===== src/rtl/poh_pkg.sv =====
package poh_pkg;

    localparam int DEF_BYTE_W    = 8;
    localparam int DEF_NUM_BYTES = 9;

    // one serial sample: data bit plus its insert request
    typedef struct packed {
        logic data;
        logic flag;
    } ser_bit_t;

    typedef enum logic [0:0] {
        SRC_ALT = 1'b0,
        SRC_SER = 1'b1
    } bit_src_e;

    // serial source wins only when globally enabled and flagged for this bit
    function automatic bit_src_e pick_src(input logic ins_en, input logic flag);
        return (ins_en && flag) ? SRC_SER : SRC_ALT;
    endfunction

endpackage


===== src/rtl/poh_slot_timer.sv =====
module poh_slot_timer #(
    parameter int FRAME_BITS = 72,
    parameter int SLOT_W     = $clog2(FRAME_BITS)
) (
    input  logic              clk,
    input  logic              rst,
    input  logic              bit_en,
    output logic [SLOT_W-1:0] slot,
    output logic              frame_pulse,
    output logic              last_slot
);

    localparam logic [SLOT_W-1:0] LAST = SLOT_W'(FRAME_BITS - 1);

    always_ff @(posedge clk) begin
        if (rst) begin
            slot <= '0;
        end else if (bit_en) begin
            slot <= last_slot ? '0 : slot + 1'b1;
        end
    end

    assign last_slot   = (slot == LAST);
    assign frame_pulse = bit_en && (slot == '0);

    assert_slot_range_R2: assert property (@(posedge clk) disable iff (rst)
        slot <= LAST);

    assert_slot_wrap_R2: assert property (@(posedge clk) disable iff (rst)
        (bit_en && last_slot) |=> (slot == '0));

    assert_idle_hold_R8: assert property (@(posedge clk) disable iff (rst)
        !bit_en |=> $stable(slot));

endmodule


===== src/rtl/poh_bit_merge.sv =====
module poh_bit_merge
    import poh_pkg::*;
#(
    parameter int NUM_BYTES  = DEF_NUM_BYTES,
    parameter int BYTE_W     = DEF_BYTE_W,
    parameter int FRAME_BITS = NUM_BYTES * BYTE_W,
    parameter int SLOT_W     = $clog2(FRAME_BITS)
) (
    input  logic                  clk,
    input  logic                  rst,
    input  logic                  bit_en,
    input  logic [SLOT_W-1:0]     slot,
    input  logic                  last_slot,
    input  ser_bit_t              sample,
    input  logic                  ins_enable,
    input  logic [FRAME_BITS-1:0] alt_vec,
    output logic [FRAME_BITS-1:0] merged_vec,
    output logic                  merged_valid
);

    logic [FRAME_BITS-1:0] work;
    logic [FRAME_BITS-1:0] next_work;
    logic                  sel_bit;
    logic                  alt_bit;
    bit_src_e              src;

    // slot s maps to vector bit FRAME_BITS-1-s (first byte MSB at the top)
    assign alt_bit = alt_vec[(FRAME_BITS-1) - int'(slot)];
    assign src     = pick_src(ins_enable, sample.flag);
    assign sel_bit = (src == SRC_SER) ? sample.data : alt_bit;

    for (genvar i = 0; i < FRAME_BITS; i++) begin : g_bit
        localparam logic [SLOT_W-1:0] MY_SLOT = SLOT_W'(FRAME_BITS - 1 - i);
        assign next_work[i] = (bit_en && slot == MY_SLOT) ? sel_bit : work[i];
    end

    always_ff @(posedge clk) begin
        if (rst) begin
            work         <= '0;
            merged_vec   <= '0;
            merged_valid <= 1'b0;
        end else begin
            merged_valid <= bit_en && last_slot;
            if (bit_en) begin
                work <= next_work;
            end
            if (bit_en && last_slot) begin
                merged_vec <= next_work;
            end
        end
    end

    assert_valid_after_last_R7: assert property (@(posedge clk) disable iff (rst)
        merged_valid |-> $past(bit_en && last_slot));

    assert_valid_single_R7: assert property (@(posedge clk) disable iff (rst)
        merged_valid |=> !merged_valid);

    assert_out_hold_R7: assert property (@(posedge clk) disable iff (rst)
        !merged_valid |-> $stable(merged_vec));

endmodule


===== src/rtl/poh_ins_port.sv =====
module poh_ins_port
    import poh_pkg::*;
#(
    parameter int NUM_BYTES  = DEF_NUM_BYTES,
    parameter int BYTE_W     = DEF_BYTE_W,
    parameter int FRAME_BITS = NUM_BYTES * BYTE_W,
    parameter int SLOT_W     = $clog2(FRAME_BITS)
) (
    input  logic                  clk,
    input  logic                  rst,
    input  logic                  bit_en,
    input  logic                  ser_data,
    input  logic                  ins_flag,
    input  logic                  ins_enable,
    input  logic [FRAME_BITS-1:0] alt_bytes,
    output logic                  frame_pulse,
    output logic [FRAME_BITS-1:0] merged_bytes,
    output logic                  merged_valid
);

    logic [SLOT_W-1:0] slot;
    logic              last_slot;
    ser_bit_t          sample;

    assign sample = '{data: ser_data, flag: ins_flag};

    poh_slot_timer #(
        .FRAME_BITS (FRAME_BITS),
        .SLOT_W     (SLOT_W)
    ) u_timer (
        .clk         (clk),
        .rst         (rst),
        .bit_en      (bit_en),
        .slot        (slot),
        .frame_pulse (frame_pulse),
        .last_slot   (last_slot)
    );

    poh_bit_merge #(
        .NUM_BYTES  (NUM_BYTES),
        .BYTE_W     (BYTE_W),
        .FRAME_BITS (FRAME_BITS),
        .SLOT_W     (SLOT_W)
    ) u_merge (
        .clk          (clk),
        .rst          (rst),
        .bit_en       (bit_en),
        .slot         (slot),
        .last_slot    (last_slot),
        .sample       (sample),
        .ins_enable   (ins_enable),
        .alt_vec      (alt_bytes),
        .merged_vec   (merged_bytes),
        .merged_valid (merged_valid)
    );

endmodule


===== config.mk =====
export PLATFORM = sky130hd
export DESIGN_NAME = poh_ins_port
export DESIGN_NICKNAME = d
export VERILOG_FILES = /design/src/rtl/poh_pkg.sv /design/src/rtl/poh_slot_timer.sv /design/src/rtl/poh_bit_merge.sv /design/src/rtl/poh_ins_port.sv
export SDC_FILE = /design/constraint.sdc
export NUM_CORES = 1
export LEC_CHECK = 0
export ABC_AREA = 1
export ABC_CLOCK_PERIOD_IN_PS = 2300
export BUFFER_PORTS_ARGS = -buffer_cell sky130_fd_sc_hd__clkbuf_2
export CAP_MARGIN = 0
export CORE_AREA = 2 2 167 169
export CTS_BUF_LIST = sky130_fd_sc_hd__clkbuf_4 sky130_fd_sc_hd__clkbuf_8 sky130_fd_sc_hd__clkbuf_16
export DETAILED_ROUTE_END_ITERATION = 16
export DIE_AREA = 0 0 169 171
export REMOVE_ABC_BUFFERS = 1
export SLEW_MARGIN = 20
export SYNTH_ARGS = -nofsm -noshare
export SYNTH_HDL_FRONTEND = slang
export SYNTH_SLANG_ARGS = --single-unit

===== constraint.sdc =====
create_clock -name clk -period 2.3 [get_ports clk]
set_clock_uncertainty 0.05 [all_clocks]
set_input_delay 0 -clock clk [delete_from_list [all_inputs] [get_ports clk]]
set_output_delay 0 -clock clk [all_outputs]
set_load 0.05 [all_outputs]

==> run_results.csv, run 1 <==
group,metric,value,unit
worst_setup_path,arrival,2.42,ns
yosys,yosys.area.top_type,"dfxtp_1",
sta,hold_ws,0.09509,ns
cts,clockRootBuffer,"clkbuf_16",
yosys,synth.distinct_cells,27,
placement,pre_cts_slack,0.1273,ns
worst_setup_path,crit_path_start_kind,"flop",
placement,place_congestion,0.7860,
worst_setup_path,crit_type,"flop to flop",
route,dr.pass1.iters,4,
yosys,synthTopCellsByCount,"nand2_1, nor2_1, dfxtp_1",
cts,clkSlewWorstSetupHoldPaths,0.06,ns
floorplanning,fp.dieH,171,µm
grt,grt_pass1_vias,6854,
cts,clock_path_buffers,2,
worst_setup_path,worstPathMaxFanout,18,
sta,slew_headroom,59.32,%
sta,period_share,93.54,%
placement,io_buffers,151,
sta,min_period,2.151,ns
cts,clk_latency,0.42,ns
finish,antenna_cells,0,
finish,drive_gt1_share,28.02,%
yosys,syn_area_per_cell,6.811,µm²
pwr,power.leakage,4.490,nW
floorplanning,dieWidth,169,µm
floorplanning,rows,61,
finish,fin_nets,1333,
route,drt_iter0_markers,378,
yosys,ys_seq_elements,151,
floorplanning,coreArea,27320,µm²
route,vias,7136,
yosys,synth_edf_count,0,
pwr,powerDensity,625.0,nW/µm²
yosys,ys.flop_type,"dfxtp_1",
pwr,total_power,5.922,mW
yosys,syn_inst,1093,
grt,grt_usage,15.02,%
finish,fillers,2936,
run,drv_cap,0,
grt,grt_overflow,0,
floorplanning,start_util,27.25,%
yosys,synth_area,7445,µm²
route,drt-vias-per-instance,4.443,
yosys,yosysMostFrequentCell,"nand2_1",
grt,antenna_found_initial,0,
sta,layout_setup_ws,0.1487,ns
cts,ctsHtreeMaxLevel,4,
run_status,status,"finished clean",
worst_setup_path,cp-end-kind,"flop",
grt,grt_pass1_wl,34470,µm
route,ant_nets,0,
floorplanning,die-area,28900,µm²
cts,clkSinkCount,151,
yosys,yosysWarnings,0,
grt,grt_max_degree,74,
sta,maxSlewViolCount,0,
placement,place_inst,1563,
route,routed_wl,21960,µm
yosys,ys_seq_area_share,40.61,%
placement,dp_hpwl,14350,µm
yosys,ys_top_cells_by_area,"dfxtp_1, nand2_1, nor2_1, nand3_1, or2_2",
finish,area_delta_synth_final,27.26,%
route,drc,0,
yosys,synth_top_area_share,40.61,%
yosys,async_flop_share,0,%
worst_setup_path,cp.required,2.57,ns
route,post_drt_wl_per_cell,13.68,µm
sta,fmax,464.8,MHz
sta,setup_viol,0,
cts,numCtsBuffers,17,
sta,hold_viol,0,
finish,multi_input_area,3896,µm²
finish,final-instance-count-excl-fill,1606,
min_path,holdCritPathClass,"input port to flop",
finish,seqCellArea,3027,µm²
pwr,vdd_drop_max,0.3261,mV
cts,cts_tree,"yes",
sta,worst_pin_slew,0.6103,ns
floorplanning,io_pins,152,
## power by group
group / leakage (nW) / switching, mW / internal (mW)
Sequential: 1.22 / 0.00624 / 2.62
Combinational: 3.00 / 0.397 / 0.276
Clock: 0.271 / 1.07 / 1.55
## kinds of logic after synthesis
group,count (synthesis),synth area share (%)
AND/OR/NAND/NOR,774,47.65
buffers and inverters,130,8.252
AO/OA/AOI/OAI,28,2.017
adder cells (fa/ha/maj),6,1.008
XOR/XNOR,4,0.4707
flip-flops,151,40.61
## worst max-delay path, stage by stage (launching register included)
cell and delay (ns):
dfxtp_4 0.38, inv_4 0.09, buf_12 0.14, nand2_1 0.06, nand3_1 0.06, nand2_1 0.07
nand2_1 0.06, nand2_1 0.06, nor2_1 0.12, nor2_1 0.06, nor2_2 0.12, nand3_4 0.16
nand2_8 0.17, clkbuf_16 0.19, nand3_2 0.07, nand3_1 0.12, nand2_1 0.06
## repair_timing
item | in CTS | in global routing
hold buffers | 1 | 0
setup endpoints to repair | 1 | 131
gates resized for setup | 1 | 16
setup buffers | 0 | 3
gates cloned | 0 | 9
pin swaps | 0 | 6
hold endpoints to repair | 1 | 0
## placed cells by master (no fill, tap or decap), types with 3 or more instances in the layout
cell type    n
nand2_1    309
nor2_1     214
clkbuf_2   151
dfxtp_1    150
nand3_1    118
inv_1       73
or2_2       71
nand3_2     44
clkbuf_16   23
buf_4       21
o21ai_0     18
a21oi_1      8
buf_12       8
nor3_1       5
nor2_2       5
ha_1         5
clkinv_2     5
xor2_1       3
## final cells by class
cell class | count | share of cell area (%)
sequential | 151 | 31.95
clock inverter | 9 | 0.8320
inverter | 76 | 3.038
tap | 346 | 4.569
multi-input combinational | 813 | 41.13
clock buffer | 21 | 4.939
timing repair buffer | 190 | 13.55
## metrics by stage
stage	utilization (%)	setup TNS, ns	instance area [µm²]
6_report	34.67	0	9474
5_1_grt	34.67	-0.09299	9474
4_1_cts	33.67	0	9199
3_5_place_dp	31.62	0	8640
3_3_place_gp	31.62	0	8640
2_1_floorplan	-	-173.01	7116
## layer usage
metal	GRT usage, %	up-vias	wire length, µm
met1	18.88	3264	10130
met5	0	-	0
met3	3.030	25	694
met2	25.77	126	10740
met4	4.942	0	400
li1	-	3721	-
## flip-flops by register name, indices dropped and copies added, names as in the netlist
signal / count
u_merge.merged_vec: 72
u_merge.work: 71
u_merge.merged_valid: 1
u_timer.slot: 7
## path summary, 6_finish.rpt
kind	start	to	slack (ns)	depth (start not counted)
max	u_timer.slot[0]	u_merge.merged_vec[30]	0.15	16
min	rst	u_timer.slot[2]	0.1	4
max reg2reg	u_timer.slot[0]	u_merge.merged_vec[30]	0.15	16
min reg2reg	u_merge.merged_vec[3]	u_merge.merged_vec[3]	0.40	2
Note: power is estimated with default switching activity, not from simulation.
==> run 2: changes to the inputs <==
--- a/config.mk
+++ b/config.mk
@@ -5,14 +5,13 @@
 export SDC_FILE = /design/constraint.sdc
 export NUM_CORES = 1
 export LEC_CHECK = 0
-export ABC_AREA = 1
 export ABC_CLOCK_PERIOD_IN_PS = 2300
 export BUFFER_PORTS_ARGS = -buffer_cell sky130_fd_sc_hd__clkbuf_2
 export CAP_MARGIN = 0
-export CORE_AREA = 2 2 167 169
+export CORE_AREA = 2 2 152 154
 export CTS_BUF_LIST = sky130_fd_sc_hd__clkbuf_4 sky130_fd_sc_hd__clkbuf_8 sky130_fd_sc_hd__clkbuf_16
 export DETAILED_ROUTE_END_ITERATION = 16
-export DIE_AREA = 0 0 169 171
+export DIE_AREA = 0 0 154 156
 export REMOVE_ABC_BUFFERS = 1
 export SLEW_MARGIN = 20
 export SYNTH_ARGS = -nofsm -noshare
==> run_results.csv, run 2 <==
group,metric,value,unit
cts,cts_tree,"yes",
grt,grt_overflow,0,
yosys,async_flop_share,0,%
route,drt_iter0_markers,323,
placement,place_congestion,0.8216,
finish,reg_top3,"u_merge.merged_vec (72), u_merge.work (71), u_timer.slot (7)",
grt,grt_max_degree,66,
run,drv_cap,0,
worst_setup_path,arrival,2.64,ns
route,vias,5258,
yosys,yosys.area.top_type,"dfxtp_1",
run_status,status,"finished with violations",
cts,ctsHtreeMaxLevel,4,
yosys,syn_area_per_cell,9.618,µm²
floorplanning,fp.dieH,156,µm
yosys,syn_inst,639,
placement,io_buffers,151,
finish,fillers,2251,
floorplanning,io_pins,152,
finish,area_delta_synth_final,33.20,%
yosys,ys_seq_elements,151,
yosys,synth_area,6146,µm²
cts,clk_latency,0.43,ns
placement,dp_hpwl,12120,µm
pwr,vdd_drop_max,0.5124,mV
route,ant_nets,0,
grt,grt_pass1_wl,27320,µm
sta,rsz0062_at_grt,"yes",
cts,clkSlewWorstSetupHoldPaths,0.06,ns
yosys,synth_edf_count,0,
finish,top_register,"u_merge.merged_vec",
placement,place_area,7452,µm²
grt,grt_usage,14.39,%
yosys,ys_seq_area_share,49.19,%
worst_setup_path,cp-end-kind,"flop",
finish,drive_gt1_share,33.58,%
sta,period_share,104.5,%
min_path,holdCritPathClass,"input port to flop",
floorplanning,dieWidth,154,µm
finish,antenna_cells,0,
yosys,synthTopCellsByCount,"dfxtp_1, nor2_1, a22o_1",
pwr,powerDensity,731.8,nW/µm²
grt,grt_pass1_vias,5074,
finish,largest_reg_flops,72,
sta,worst_pin_slew,0.5467,ns
sta,min_period,2.404,ns
cts,clockRootBuffer,"clkbuf_16",
pwr,total_power,5.991,mW
sta,layout_setup_ws,-0.1037,ns
finish,final_cell_mix,"clkbuf_2, dfxtp_1, nor2_1, a22o_1, a211oi_1",
sta,fmax,416.0,MHz
run_status,violations,"negative setup slack",
cts,numCtsBuffers,17,
route,drc,0,
cts,clock_path_buffers,2,
floorplanning,rows,55,
worst_setup_path,cp.required,2.53,ns
worst_setup_path,worstPathMaxFanout,35,
finish,fin_nets,887,
yosys,yosysMostFrequentCell,"dfxtp_1",
route,dr.pass1.iters,4,
sta,hold_ws,0.08134,ns
sta,setup_viol,73,
sta,slew_headroom,63.46,%
cts,clkSinkCount,151,
worst_setup_path,crit_type,"flop to flop",
floorplanning,coreArea,22370,µm²
finish,finish.instance_area,8187,µm²
sta,hold_viol,0,
yosys,synth.distinct_cells,43,
worst_setup_path,crit_path_start_kind,"flop",
route,routed_wl,17170,µm
floorplanning,die-area,24020,µm²
pwr,power.leakage,3.148,nW
finish,final-instance-count-excl-fill,1101,
yosys,ys_top_cells_by_area,"dfxtp_1, a22o_1, nor2_1, a211oi_1, mux4_2",
floorplanning,start_util,27.48,%
finish,layout_commonest_cell,"clkbuf_2",
yosys,synth_top_area_share,49.19,%
grt,antenna_found_initial,0,
placement,place_inst,1064,
yosys,ys.flop_type,"dfxtp_1",
route,post_drt_wl_per_cell,15.60,µm
route,drt-vias-per-instance,4.776,
yosys,yosysWarnings,0,
sta,maxSlewViolCount,0,
-- run 2: changes by cell type after synthesis, moves of 51 or more --
cell,previous run,this run
a22o_1,0,59
nand3_1,121,13
inv_1,74,6
nand2_1,309,30
or2_2,71,2
a211oi_1,1,52
nor2_1,220,128
-- run 2: critical path, stage by stage (launching register included) --
cell and delay (ns):
dfxtp_4 0.38, buf_12 0.13, mux4_2 0.49, mux2i_1 0.14, nor3_1 0.08, nor4_2 0.32
o22ai_2 0.15, nor2_4 0.18, buf_12 0.22, a211oi_1 0.10
-- run 2: cells by family (layout without fill, tap and decap cells) --
family / after synthesis / count (layout) / share of synthesized area [%]
AND/OR/NAND/NOR: 211 / 211 / 14.82
AO/OA/AOI/OAI: 174 / 174 / 22.13
multiplexers: 30 / 30 / 7.288
buffers and inverters: 60 / 237 / 4.357
XOR/XNOR: 7 / 7 / 0.9976
flip-flops: 151 / 151 / 49.19
adder cells (fa/ha/maj): 6 / 6 / 1.221
-- run 2: cell type report --
class	instances	area [µm²]	area share, %
inverters	7	26.28	0.3210
well taps	285	356.6	4.356
clock buffers	22	475.5	5.808
clock inverters	10	120.1	1.467
multi-input cells	428	2935	35.86
flip-flops and latches	151	3028	36.99
repair buffers	198	1245	15.21
-- run 2: report_power, final --
part	total [mW]	internal (mW)	leakage (nW)	switching [mW]
clock network	2.79	1.70	0.291	1.09
registers	2.63	2.62	1.22	0.00870
logic	0.571	0.259	1.64	0.312
total	5.99	4.58	3.15	1.41
-- run 2: through the flow --
step                util, %  setup TNS (ns)  setup WS, ns
global route          36.60          -16.91       -0.2647
global placement      33.32          -9.197       -0.2518
finish                36.60          -5.750       -0.1037
floorplan                 -         -192.91        -1.747
CTS                   36.35          -6.680       -0.1253
detailed placement    33.32          -14.19       -0.2692
-- run 2: final timing paths --
check / start / end / slack (ns) / cells after the start
setup reg to reg: u_timer.slot[0] / u_merge.work[53] / -0.10 / 9
hold / removal: ser_data / u_merge.work[3] / 0.08 / 5
hold reg to reg: u_merge.merged_vec[28] / u_merge.merged_vec[28] / 0.39 / 2
setup / recovery: u_timer.slot[0] / u_merge.work[53] / -0.10 / 9
-- run 2: timing repair --
action	in CTS	in global routing
endpoints found under the hold margin	4	0
gates cloned	0	1
hold buffers	1	0
resized for setup	14	5
endpoints found under the setup margin	75	75
pin swaps	5	0
buffers inserted	2	1
-- run 2: metal layers --
layer  up-vias  routed length [µm]  GRT usage [%]
met5         -                   0              0
met4         0                 148          4.984
met3         9                1200          3.472
met2       183                8057          23.38
met1      2405                7767          18.73
li1       2661                   -              -
==> run 3: changes to the inputs <==
--- a/config.mk
+++ b/config.mk
@@ -9,11 +9,9 @@
 export BUFFER_PORTS_ARGS = -buffer_cell sky130_fd_sc_hd__clkbuf_2
 export CAP_MARGIN = 0
 export CORE_AREA = 2 2 152 154
-export CTS_BUF_LIST = sky130_fd_sc_hd__clkbuf_4 sky130_fd_sc_hd__clkbuf_8 sky130_fd_sc_hd__clkbuf_16
 export DETAILED_ROUTE_END_ITERATION = 16
 export DIE_AREA = 0 0 154 156
 export REMOVE_ABC_BUFFERS = 1
-export SLEW_MARGIN = 20
 export SYNTH_ARGS = -nofsm -noshare
 export SYNTH_HDL_FRONTEND = slang
 export SYNTH_SLANG_ARGS = --single-unit
==> run_results.csv, run 3 (same netlist as run 2, synthesis figures left out) <==
group,metric,value,unit
sta,min_period,2.410,ns
worst_setup_path,r2r_cells,9,
route,ant_nets,0,
worst_setup_path,crit_chain,"buf_12 > mux4_2 > mux2i_1 > nor3_1 > nor4_2 > o22ai_2 > nor2_4 > buf_12 > a311oi_1",
cts,clkSinkCount,151,
cts,clkSlewWorstSetupHoldPaths,0.06,ns
placement,place_area,7452,µm²
min_path,holdCritPathClass,"input port to flop",
placement,io_buffers,151,
floorplanning,start_util,27.48,%
run_status,status,"finished with violations",
finish,finish.instance_area,8185,µm²
sta,fmax,415.0,MHz
run,drv_cap,0,
sta,rsz0062_at_grt,"yes",
sta,layout_setup_ws,-0.1096,ns
grt,grt_pass1_vias,5075,
worst_setup_path,path_common_cell,"buf_12",
cts,clk_latency,0.43,ns
sta,worst_pin_slew,0.5420,ns
route,drc,0,
worst_setup_path,slowest_stage,"mux4_2",
worst_setup_path,crit_type,"flop to flop",
sta,setup_tns,-5.666,ns
finish,largest_reg_flops,72,
finish,final-instance-count-excl-fill,1101,
finish,antenna_cells,0,
finish,seqCellArea,3028,µm²
worst_setup_path,worst-path-buf-inv,2,
worst_setup_path,rrSetupSlack,-0.11,ns
finish,top_register,"u_merge.merged_vec",
route,drt-vias-per-instance,4.778,
floorplanning,io_pins,152,
cts,cts_tree,"yes",
worst_setup_path,worstPathMaxFanout,35,
finish,layout_commonest_cell,"clkbuf_2",
sta,hold_ws,0.08111,ns
pwr,vdd_drop_max,0.5065,mV
sta,slew_headroom,63.78,%
route,drt_iter0_markers,296,
worst_setup_path,crit_path_start_kind,"flop",
finish,final_util,36.60,%
placement,place_inst,1064,
floorplanning,rows,55,
sta,setup_viol,73,
pwr,power.leakage,3.139,nW
floorplanning,die-area,24020,µm²
finish,fillers,2255,
run_status,violations,"negative setup slack",
worst_setup_path,r2r-start,"u_timer.slot[0]",
floorplanning,coreArea,22370,µm²
route,routed_wl,17190,µm
finish,multi_input_area,2945,µm²
floorplanning,fp.dieH,156,µm
finish,final_cell_mix,"clkbuf_2, dfxtp_1, nor2_1, a22o_1, a211oi_1",
sta,maxSlewViolCount,0,
grt,grt_usage,14.44,%
worst_setup_path,cp.required,2.54,ns
worst_setup_path,path_delay_family,"multiplexers",
finish,fin_nets,887,
worst_setup_path,cp_slowest_stage_delay,0.49,ns
grt,grt_pass1_wl,27410,µm
cts,clockRootBuffer,"clkbuf_16",
finish,reg_top3,"u_merge.merged_vec (72), u_merge.work (71), u_timer.slot (7)",
floorplanning,dieWidth,154,µm
sta,period_share,104.8,%
finish,drive_gt1_share,33.46,%
worst_setup_path,arrival,2.65,ns
route,post_drt_wl_per_cell,15.61,µm
route,vias,5261,
cts,ctsHtreeMaxLevel,4,
route,dr.pass1.iters,4,
sta,hold_viol,0,
placement,place_congestion,0.8216,
worst_setup_path,crit_start,"u_timer.slot[0]",
grt,grt_overflow,0,
finish,area_delta_synth_final,33.18,%
grt,grt_max_degree,66,
placement,dp_hpwl,12120,µm
cts,clock_path_buffers,2,
worst_setup_path,crit_end,"u_merge.work[56]",
worst_setup_path,cp-end-kind,"flop",
placement,pre_cts_slack,-0.2692,ns
pwr,powerDensity,726.7,nW/µm²
worst_setup_path,worstSetupPathDepth,9,
grt,antenna_found_initial,0,
worst_setup_path,r2r_end,"u_merge.work[56]",
cts,numCtsBuffers,17,
pwr,total_power,5.949,mW
==> run 3: changes by cell type in the layout (fill, tap and decap cells not counted) <==
cell	before	now
a211oi_2	5	7
clkbuf_4	3	0
a211oi_1	48	46
clkbuf_1	0	3
==> run 3: timing repair <==
action	CTS	global route
endpoints found under the setup margin	75	75
gates resized for setup	15	6
setup buffers	2	1
hold buffers	1	0
gates cloned	0	1
pin swaps	5	0
endpoints found under the hold margin	4	0
==> run 3: how the worst min path moves through the flow <==
stage	cells past startpoint	end	start	slack (ns)
global placement	2	u_merge.merged_vec[28]	u_merge.merged_vec[28]	0.38
CTS	5	u_merge.work[3]	ser_data	0.03
global route	5	u_merge.work[3]	ser_data	0.09
finish	5	u_merge.work[3]	ser_data	0.08
detailed placement	2	u_merge.merged_vec[28]	u_merge.merged_vec[28]	0.38
floorplan	1	u_merge.work[71]	rst	0.01
==> run 3: layout make-up <==
type | instances | share of cell area, %
repair buffers | 198 | 15.21
clock buffers | 22 | 5.671
inverters | 7 | 0.3210
well taps | 285 | 4.356
flip-flops and latches | 151 | 36.99
multi-input cells | 428 | 35.98
clock inverters | 10 | 1.467
==> run 3: worst reg2reg max path: stages, from the launching register on <==
cell      delay, ns
dfxtp_4        0.38
buf_12         0.13
mux4_2         0.49
mux2i_1        0.14
nor3_1         0.08
nor4_2         0.32
o22ai_2        0.15
nor2_4         0.18
buf_12         0.22
a311oi_1       0.15
==> run 3: layer usage <==
metal | global-route usage (%) | wire length (µm)
met4 | 4.984 | 144
met2 | 23.47 | 8169
met5 | 0 | 0
met3 | 3.472 | 1058
met1 | 18.79 | 7817
==> run 3: power by group <==
part	internal (mW)	total (mW)	switching, mW
Clock	1.66	2.74	1.08
Combinational	0.259	0.571	0.312
Sequential	2.62	2.63	0.00868
